[src/rtl/mcodec_pkg.sv]
package mcodec_pkg;
    // Verdict on one received half-bit pair, one cycle wide
    typedef struct packed {
        logic good;
        logic bad;
    } pair_res_t;
endpackage

[src/rtl/mcodec_tx.sv]
module mcodec_tx #(
    parameter int HALF_LEN = 8
) (
    input  logic clk,
    input  logic rst_n,
    input  logic tx_nrz,
    input  logic tx_bit_en,
    output logic tx_line
);
    localparam int CNT_W = $clog2(2 * HALF_LEN);
    localparam logic [CNT_W-1:0] MID_LAST = CNT_W'(HALF_LEN - 1);
    localparam logic [CNT_W-1:0] END_LAST = CNT_W'(2 * HALF_LEN - 1);

    typedef struct packed {
        logic             line;
        logic             bit_v;
        logic             busy;
        logic [CNT_W-1:0] cnt;
    } tx_st_t;

    tx_st_t st_d, st_q;

    always_comb begin
        st_d = st_q;
        if (st_q.busy) begin
            st_d.cnt = st_q.cnt + 1'b1;
            if (st_q.cnt == MID_LAST) st_d.line = ~st_q.bit_v;
            if (st_q.cnt == END_LAST) st_d.busy = 1'b0;
        end
        if (tx_bit_en) begin
            st_d.line  = tx_nrz;
            st_d.bit_v = tx_nrz;
            st_d.cnt   = '0;
            st_d.busy  = 1'b1;
        end
    end

    always_ff @(posedge clk or negedge rst_n) begin
        if (!rst_n) st_q <= '0;
        else        st_q <= st_d;
    end

    assign tx_line = st_q.line;

    // the first half of every bit carries the bit value itself
    assert_first_half_R1: assert property (@(posedge clk) disable iff (!rst_n)
        tx_bit_en |=> (tx_line == $past(tx_nrz)));
endmodule

[src/rtl/mcodec_rx_align.sv]
module mcodec_rx_align
    import mcodec_pkg::*;
#(
    parameter int OSR = 8
) (
    input  logic      clk,
    input  logic      rst_n,
    input  logic      line_in,
    output logic      bit_val,
    output logic      bit_stb,
    output logic      bit_clk,
    output pair_res_t res
);
    localparam int PH_W = $clog2(2 * OSR);
    localparam logic [PH_W-1:0] PH_LAST = PH_W'(2 * OSR - 1);
    localparam logic [PH_W-1:0] SAMP_2ND = PH_W'(OSR / 2 - 1);
    localparam logic [PH_W-1:0] SAMP_1ST = PH_W'(OSR + OSR / 2 - 1);
    localparam logic [PH_W-1:0] WIN_LO = PH_W'(2 * OSR - OSR / 2);
    localparam logic [PH_W-1:0] WIN_HI = PH_W'(OSR / 2 - 1);

    typedef struct packed {
        logic            s;
        logic            p;
        logic            locked;
        logic [PH_W-1:0] ph;
        logic            h1;
        logic            have_h1;
        logic            clk_o;
        logic            stb;
        logic            data;
        pair_res_t       res;
    } rx_st_t;

    rx_st_t st_d, st_q;
    logic   edge_seen, in_win;

    always_comb begin
        edge_seen = st_q.s != st_q.p;
        in_win    = (st_q.ph >= WIN_LO) || (st_q.ph < WIN_HI);
        st_d      = st_q;
        st_d.s    = line_in;
        st_d.p    = st_q.s;
        st_d.stb  = 1'b0;
        st_d.res  = '0;
        st_d.ph   = (st_q.ph == PH_LAST) ? '0 : st_q.ph + 1'b1;
        if (edge_seen && (!st_q.locked || in_win)) begin
            st_d.ph = '0;
            if (!st_q.locked) begin
                st_d.locked  = 1'b1;
                st_d.h1      = st_q.p;
                st_d.have_h1 = 1'b1;
            end
        end
        if (st_q.locked && st_q.ph == SAMP_1ST) begin
            st_d.h1      = st_q.s;
            st_d.have_h1 = 1'b1;
            st_d.clk_o   = 1'b0;
        end
        if (st_q.locked && st_q.ph == SAMP_2ND && st_q.have_h1) begin
            st_d.have_h1 = 1'b0;
            if (st_q.h1 != st_q.s) begin
                st_d.stb      = 1'b1;
                st_d.data     = st_q.h1;
                st_d.clk_o    = 1'b1;
                st_d.res.good = 1'b1;
            end else begin
                st_d.res.bad  = 1'b1;
            end
        end
    end

    always_ff @(posedge clk or negedge rst_n) begin
        if (!rst_n) st_q <= '0;
        else        st_q <= st_d;
    end

    assign bit_val = st_q.data;
    assign bit_stb = st_q.stb;
    assign bit_clk = st_q.clk_o;
    assign res     = st_q.res;

    // each decoded bit lines up with a rising recovered clock
    assert_valid_on_rise_R5: assert property (@(posedge clk) disable iff (!rst_n)
        bit_stb |-> (bit_clk && !$past(bit_clk)));
    // a pair is judged good or bad, never both
    assert_one_verdict_R6: assert property (@(posedge clk) disable iff (!rst_n)
        $onehot0({res.good, res.bad}));
    // a bad pair never yields a decoded bit
    assert_bad_no_bit_R6: assert property (@(posedge clk) disable iff (!rst_n)
        res.bad |-> !bit_stb);
endmodule

[src/rtl/mcodec_viol.sv]
module mcodec_viol
    import mcodec_pkg::*;
#(
    parameter int THR_W    = 4,
    parameter int GOOD_CLR = 4
) (
    input  logic             clk,
    input  logic             rst_n,
    input  pair_res_t        res,
    input  logic [THR_W-1:0] thresh,
    input  logic             clr,
    output logic             flag
);
    localparam int RUN_W = $clog2(GOOD_CLR + 1);
    localparam logic [RUN_W-1:0] RUN_LAST = RUN_W'(GOOD_CLR - 1);

    typedef struct packed {
        logic [THR_W-1:0] cnt;
        logic [RUN_W-1:0] run;
        logic             flag;
    } vi_st_t;

    vi_st_t           st_d, st_q;
    logic [THR_W-1:0] eff_thr;

    always_comb begin
        eff_thr = (thresh == '0) ? THR_W'(1) : thresh;
        st_d    = st_q;
        if (clr) st_d.flag = 1'b0;
        if (res.bad) begin
            st_d.run = '0;
            if (st_q.cnt != '1) st_d.cnt = st_q.cnt + 1'b1;
            if (st_d.cnt >= eff_thr) st_d.flag = 1'b1;
        end else if (res.good) begin
            if (st_q.run == RUN_LAST) begin
                st_d.run = '0;
                st_d.cnt = '0;
            end else begin
                st_d.run = st_q.run + 1'b1;
            end
        end
    end

    always_ff @(posedge clk or negedge rst_n) begin
        if (!rst_n) st_q <= '0;
        else        st_q <= st_d;
    end

    assign flag = st_q.flag;

    // the flag only comes up following a bad pair
    assert_rise_on_bad_R7: assert property (@(posedge clk) disable iff (!rst_n)
        $rose(flag) |-> $past(res.bad));
    // without a clear the flag holds
    assert_sticky_R9: assert property (@(posedge clk) disable iff (!rst_n)
        (flag && !clr) |=> flag);
    // a clear with no concurrent violation drops the flag
    assert_clear_R9: assert property (@(posedge clk) disable iff (!rst_n)
        (clr && !res.bad) |=> !flag);
endmodule

[src/rtl/manchester_codec.sv]
module manchester_codec
    import mcodec_pkg::*;
#(
    parameter int HALF_LEN = 8,
    parameter int OSR      = 8,
    parameter int THR_W    = 4,
    parameter int GOOD_CLR = 4
) (
    input  logic             clk,
    input  logic             rst_n,
    input  logic             tx_nrz,
    input  logic             tx_bit_en,
    output logic             tx_line,
    input  logic             rx_in,
    input  logic [THR_W-1:0] viol_thresh,
    input  logic             viol_clr,
    output logic             rx_data,
    output logic             rx_valid,
    output logic             rx_bit_clk,
    output logic             viol_flag
);
    pair_res_t pair_res;

    mcodec_tx #(.HALF_LEN(HALF_LEN)) u_tx (
        .clk      (clk),
        .rst_n    (rst_n),
        .tx_nrz   (tx_nrz),
        .tx_bit_en(tx_bit_en),
        .tx_line  (tx_line)
    );

    mcodec_rx_align #(.OSR(OSR)) u_rx (
        .clk    (clk),
        .rst_n  (rst_n),
        .line_in(rx_in),
        .bit_val(rx_data),
        .bit_stb(rx_valid),
        .bit_clk(rx_bit_clk),
        .res    (pair_res)
    );

    mcodec_viol #(.THR_W(THR_W), .GOOD_CLR(GOOD_CLR)) u_viol (
        .clk   (clk),
        .rst_n (rst_n),
        .res   (pair_res),
        .thresh(viol_thresh),
        .clr   (viol_clr),
        .flag  (viol_flag)
    );
endmodule

[config.mk]
export PLATFORM = sky130hd
export DESIGN_NAME = manchester_codec
export DESIGN_NICKNAME = d
export VERILOG_FILES = /design/src/rtl/mcodec_pkg.sv /design/src/rtl/mcodec_tx.sv /design/src/rtl/mcodec_rx_align.sv /design/src/rtl/mcodec_viol.sv /design/src/rtl/manchester_codec.sv
export SDC_FILE = /design/constraint.sdc
export NUM_CORES = 1
export LEC_CHECK = 0
export CAP_MARGIN = 20
export CORE_UTILIZATION = 30
export CTS_BUF_LIST = sky130_fd_sc_hd__clkbuf_8 sky130_fd_sc_hd__clkbuf_16
export DETAILED_ROUTE_END_ITERATION = 8
export GPL_TIMING_DRIVEN = 0
export SETUP_SLACK_MARGIN = 0.4
export SLEW_MARGIN = 20
export SYNTH_ARGS = -nofsm -noshare
export SYNTH_HDL_FRONTEND = slang
export SYNTH_SLANG_ARGS = --single-unit
[constraint.sdc]
create_clock -name clk -period 3.9 [get_ports clk]
set_input_delay 0.39 -clock clk [delete_from_list [all_inputs] [get_ports clk]]
set_output_delay 0.39 -clock clk [all_outputs]
set_load 0.02 [all_outputs]
==> qor.csv, run 1 <==
metric,value,unit
tns,0,ns
crit_chain,ha_1 > nor2b_1 > a21oi_1 > ha_1 > a21o_1 > a31oi_1 > o21ai_1,
path_class,reg -> reg,
ys_seq_elements,28,
die_y,70.3,µm
cts_num_sinks,28,
drc,0,
switching_share,0.309,
cts_resized,0,
power_frac_comb,0.305,
max_freq,537,MHz
hold_class,in -> async,
grt-ovfl-total,0,
crit_top_cell,ha_1,
power_switching,251,µW
die_w,70.3,µm
rsz0062_at_grt,no,
power_density,493,nW/µm²
h-tree-depth,1,
synthTopCellsByArea,"dfrtp_1 50%, ha_1 7.1%, xnor2_1 3.1%",
fillers,433,
layout-drive-gt1-share,0.0884,
hold_viol,0,
final_cell_mix,"28 x dfrtp_1, 12 x clkdlybuf4s50_1, 8 x nor2_1, 8 x a21oi_1, 8 x ha_1",
dr.pass1.iters,4,
p_leak,0.000734,µW
synth_fp_nets,148,
maxCapViolCount,0,
area_delta_synth_final,17.5,%
seqPwrFrac,0.481,
synth_cell_types,37,
antenna_found_initial,0,
status,"complete, no violations",
cts-root-buf,clkbuf_8,
vias,988,
max_stage_delay,0.44,ns
syn_inst,130,
clock_skew,0.00209,ns
cts_buffers,3,
diodes,0,
track_usage,0.0991,
relSlewSlack,0.598,
wl,2330,µm
tightest_slew,0.603,ns
fin_crit_sh,0.477,
startpoint_type,flop,
whs,0.121,ns
initial_utilization,0.317,
port_buffers,13,
hpwl,1730,µm
final_common_cell,dfrtp_1,
crit_required,4.06,ns
ys_warn_count,0,
drt_iter0_drc,44,
post_cts_buffers,0,
std_cell_rows,24,
core_area,4410,µm²
cts_tree,built,
cpMaxStageDelayCell,dfrtp_1,
slew_viol_final,0,
clk_latency,0.27,ns
globalplace.congestion,0.712,
dieArea,4950,µm²
worst_ep_arrival_time,2.02,ns
cts.path.max_buffers,2,
hold_buffers,0,
synth_top_area_share,0.500,
ir_drop,0.210,mV
cp_max_fo,5,
grt_max_degree,29,
syn_area,1400,µm²
clkPwrFrac,0.214,
internal_power,561,µW
viasPerCell,4.96,
syn_area_per_cell,10.8,µm²
route.detailed.wl_per_inst,11.7,µm
antenna_left,0,
setup_viol,0,
cp-end-kind,flop,
finalNetCount,166,
pin_count,15,
grt_pass1_vias,898,
yosysTopAreaCell,dfrtp_1,
clk_pin_slew_worst_paths,0.09,ns
period_minus_slack,1.86,ns
grt_pass1_wl,3940,µm
yosysSeqAreaShare,0.500,
-- path summary, 6_finish.rpt --
path | start | end | slack (ns) | depth (start not counted)
min in group clk | tx_bit_en | u_tx.st_q[2] | 0.46 | 2
max in group asynchronous | rst_n | u_rx.st_q[7] | 3.39 | 1
max reg2reg | u_viol.st_q[4] | u_viol.flag | 2.04 | 7
min | rst_n | u_tx.st_q[3] | 0.12 | 1
min reg2reg | u_tx.st_q[5] | u_tx.tx_line | 0.49 | 1
max | u_viol.st_q[4] | u_viol.flag | 2.04 | 7
-- sequential cells by signal, indices dropped and copies added (netlist names) --
register / flops
u_rx.bit_val: 1
u_tx.tx_line: 1
u_rx.st_q: 8
u_rx.st_d: 1
u_viol.flag: 1
u_viol.st_q: 7
u_rx.bit_clk: 1
u_tx.st_q: 6
u_rx.res: 2
-- synthesized netlist by cell type --
library cell	count
o21ai_1	4
a31o_2	1
clkbuf_1	2
a21o_1	3
inv_1	6
nand2_1	5
a311oi_1	1
nand4_1	1
or3_1	1
a21oi_1	8
a211oi_1	1
and3_1	3
a2bb2oi_1	1
nand2b_1	6
buf_2	2
xor2_1	2
and2_1	1
buf_6	1
o311ai_1	1
nand3_1	5
nand3_2	1
nor3b_1	1
a31oi_2	1
nand3b_1	4
nor4_2	1
xnor2_1	5
a31oi_1	3
o41ai_1	1
o21ai_0	2
nor2b_1	4
dfrtp_1	28
nand4b_1	3
a22o_1	2
ha_1	8
nor2_1	8
mux2_4	1
mux2i_1	2
-- layer usage --
| layer | track usage | part of all wire | vias to the layer above |
|---|---|---|---|
| met3 | 0.0346 | 0.032 | 2 |
| li1 | - | - | 499 |
| met2 | 0.164 | 0.47 | 12 |
| met1 | 0.127 | 0.49 | 475 |
| met4 | 0.0133 | 0.0043 | 0 |
| met5 | 0 | 0 | - |
-- worst max-delay path: cells and delay by family, from the launching register on --
family / cells / cell delay, ns
compound gates: 4 / 0.62
fa+ha+maj: 2 / 0.55
flops: 1 / 0.44
simple gates: 1 / 0.14
-- cell families (layout without fill, tap and decap cells) --
kind of cell / after synthesis / in the layout / synth area share
AO/OA/AOI/OAI: 29 / 29 / 0.138
XOR/XNOR: 7 / 7 / 0.0438
adder cells (fa/ha/maj): 8 / 8 / 0.0714
buffers and inverters: 11 / 28 / 0.0366
flip-flops: 28 / 28 / 0.500
multiplexers: 3 / 3 / 0.0250
AND/OR/NAND/NOR: 44 / 44 / 0.186
-- layout make-up --
cell class / instances / area (µm²) / share of cell area
tap: 52 / 65.1 / 0.0395
clock buffer: 4 / 55.1 / 0.0334
sequential: 28 / 701 / 0.426
timing repair buffer: 13 / 125 / 0.0760
buffer: 5 / 28.8 / 0.0175
inverter: 6 / 22.5 / 0.0137
multi-input combinational: 91 / 649 / 0.394
-- power groups by stage --
stage	Clock, µW	Combinational [µW]	Sequential [µW]
final	173	248	390
after global routing	196	278	397
after CTS	182	250	389
after detailed placement	0	250	395
after global placement	0	239	391
after floorplan	0	180	394
-- per-stage QoR --
step / power [µW] / setup WS, ns / cell area [µm²] / std cells / utilization
6_report: 811 / 2.04 / 1650 / 199 / 0.373
5_1_grt: 871 / 1.87 / 1650 / 199 / 0.373
4_1_cts: 822 / 2.04 / 1650 / 199 / 0.373
2_1_floorplan: 574 / 2.19 / 1400 / 130 / -
3_3_place_gp: 630 / 2.00 / 1600 / 195 / 0.362
3_5_place_dp: 645 / 1.99 / 1590 / 195 / 0.361
Power figures use the tool's default switching activity.
==> inputs of run 2 (changes only) <==
==> constraint.sdc (replaced) <==
create_clock -name clk -period 1.85 [get_ports clk]
set_input_delay 0.185 -clock clk [delete_from_list [all_inputs] [get_ports clk]]
set_output_delay 0.185 -clock clk [all_outputs]
set_load 0.02 [all_outputs]
==> qor.csv, run 2 (synthesis results as in run 1) <==
metric,value,unit,change
rr_endpoint,u_viol.flag,,
internal_power,1330,µW,+140%
largest_reg_flops,8,,unchanged
switching_share,0.324,,+0.0150
globalplace.congestion,0.729,,+2.4%
worst_ep_arrival_time,1.87,ns,-0.15 ns
cts_tree,built,,
crit_required,2.02,ns,-2.04 ns
clk_pin_slew_worst_paths,0.10,ns,about the same
layout-drive-gt1-share,0.199,,+0.110
power_frac_comb,0.389,,+0.084
viasPerCell,4.95,,-0.36%
finalNetCount,175,,+5.4%
clock_skew,0.00315,ns,+0.00106 ns
regMostFlops,u_rx.st_q,,
hold_viol,0,,unchanged
drt_iter0_drc,45,,+2.3%
hold_start,tx_bit_en,,
final_common_cell,dfrtp_1,,
status,"complete, no violations",,
antenna_left,0,,unchanged
reg.largest.list,"u_rx.st_q x8, u_viol.st_q x7, u_tx.st_q x6",,
crit_chain,ha_4 > nand3_4 > mux2_4 > ha_4 > a21o_1 > a31oi_1 > o21ai_1,,
seqPwrFrac,0.418,,-0.063
tns,0,ns,unchanged
cpMaxStageDelayCell,dfrtp_2,,
crit_buf_inv,0,,unchanged
h-tree-depth,1,,unchanged
dieArea,4950,µm²,unchanged
cp_max_fo,4,,-1
tightest_slew,0.635,ns,+0.0327 ns
track_usage,0.123,,+0.0236
power_density,1090,nW/µm²,+120%
core_area,4410,µm²,unchanged
diodes,0,,unchanged
r2r-start,u_viol.st_q[4],,
slew_viol_final,0,,unchanged
maxCapViolCount,0,,unchanged
pin_count,15,,unchanged
p_leak,0.000826,µW,+13%
grt_max_degree,29,,unchanged
crit_top_cell,ha_4,,
vias,1029,,+4.1%
wl,2820,µm,+21%
period_minus_slack,1.71,ns,-0.153 ns
hpwl,1870,µm,+8.3%
crit_cells,7,,unchanged
setup_viol,0,,unchanged
relSlewSlack,0.576,,-0.0218
fin_crit_sh,0.923,,+0.446
r2r_setup_slack,0.14,ns,-1.90 ns
power_switching,638,µW,+150%
startpoint_type,flop,,
hold_depth,2,,
final_cell_mix,"27 x dfrtp_1, 8 x nor2_1, 8 x buf_4, 7 x a21oi_1, 7 x clkdlybuf4s50_1",,
clkPwrFrac,0.193,,-0.021
whs_endpoint,u_tx.st_q[2],,
clk_latency,0.27,ns,about the same
final_util,0.409,,+0.0360
die_y,70.3,µm,unchanged
drc,0,,unchanged
area_delta_synth_final,28.8,%,
std_cell_rows,24,,unchanged
grt_pass1_wl,4840,µm,+23%
hold_class,in -> reg,,
antenna_found_initial,0,,unchanged
cts_num_sinks,28,,unchanged
rsz0062_at_grt,yes,,
die_w,70.3,µm,unchanged
grt_pass1_vias,1088,,+21%
cts_buffers,3,,unchanged
cts-root-buf,clkbuf_8,,
route.detailed.wl_per_inst,13.5,µm,+16%
max_stage_delay,0.44,ns,about the same
port_buffers,13,,unchanged
initial_utilization,0.317,,unchanged
max_freq,585,MHz,+9.0%
cts.path.max_buffers,2,,unchanged
worstRegToRegCells,7,,unchanged
path_class,reg -> reg,,
cp-end-kind,flop,,
ir_drop,0.557,mV,+160%
dr.pass1.iters,2,,-2
grt-ovfl-total,0,,unchanged
worstSetupStartpoint,u_viol.st_q[4],,
crit_family,flip-flops,,
[run 2: cell types whose count changed in the layout (fill, tap and decap cells not counted), moves of 2 or more]
cell,delta
dlymetal6s2s_1,+2
ha_1,-3
dlygate4sd2_1,+3
nor2b_1,-2
clkdlybuf4s50_1,-5
buf_4,+8
ha_4,+3
[run 2: power by group through the flow]
stage / clock (µW) / combinational [µW] / sequential (µW)
final: 380 / 766 / 822
after global routing: 423 / 855 / 837
after CTS: 394 / 673 / 799
after detailed placement: 0 / 565 / 834
after global placement: 0 / 525 / 825
after floorplan: 0 / 398 / 832
[run 2: cell type report]
type	instances	area [µm²]
Buffer	5	28.8
Sequential cell	28	702
Multi-Input combinational cell	91	736
Fill cell	424	2610
Timing Repair Buffer	22	196
Tap cell	52	65.1
Inverter	6	22.5
Clock buffer	4	55.1
[run 2: timing repair]
item / CTS / global route
setup endpoints to repair: 9 / 7
pin swaps: 1 / 9
buffers inserted: 4 / 4
hold buffers: 1 / 0
gates cloned: 0 / 0
resized for setup: 8 / 9
hold endpoints to repair: 28 / 0
[run 2: metal layers]
layer / vias to the layer above / track usage / wire, µm
li1: 517 / - / -
met1: 499 / 0.142 / 1300
met2: 11 / 0.217 / 1430
met3: 2 / 0.0332 / 60
met4: 0 / 0.0400 / 27
met5: - / 0 / 0
[run 2: stage by stage]
stage               cells  hold slack [ns]  setup WS [ns]  area [µm²]  total power [µW]
floorplan             130           -0.111          0.220        1420              1230
global route          208            0.292         0.0556        1810              2110
finish                208            0.243          0.142        1810              1970
detailed placement    195            0.255         0.0534        1610              1400
global placement      195            0.472         0.0969        1610              1350
CTS                   204            0.237          0.154        1730              1870
[run 2: how the worst max path moves through the flow]
stage / end / slack [ns]
floorplan: u_viol.flag / 0.22
global placement: u_viol.flag / 0.1
detailed placement: u_viol.flag / 0.05
CTS: u_viol.flag / 0.15
global route: u_viol.flag / 0.06
finish: u_viol.flag / 0.14
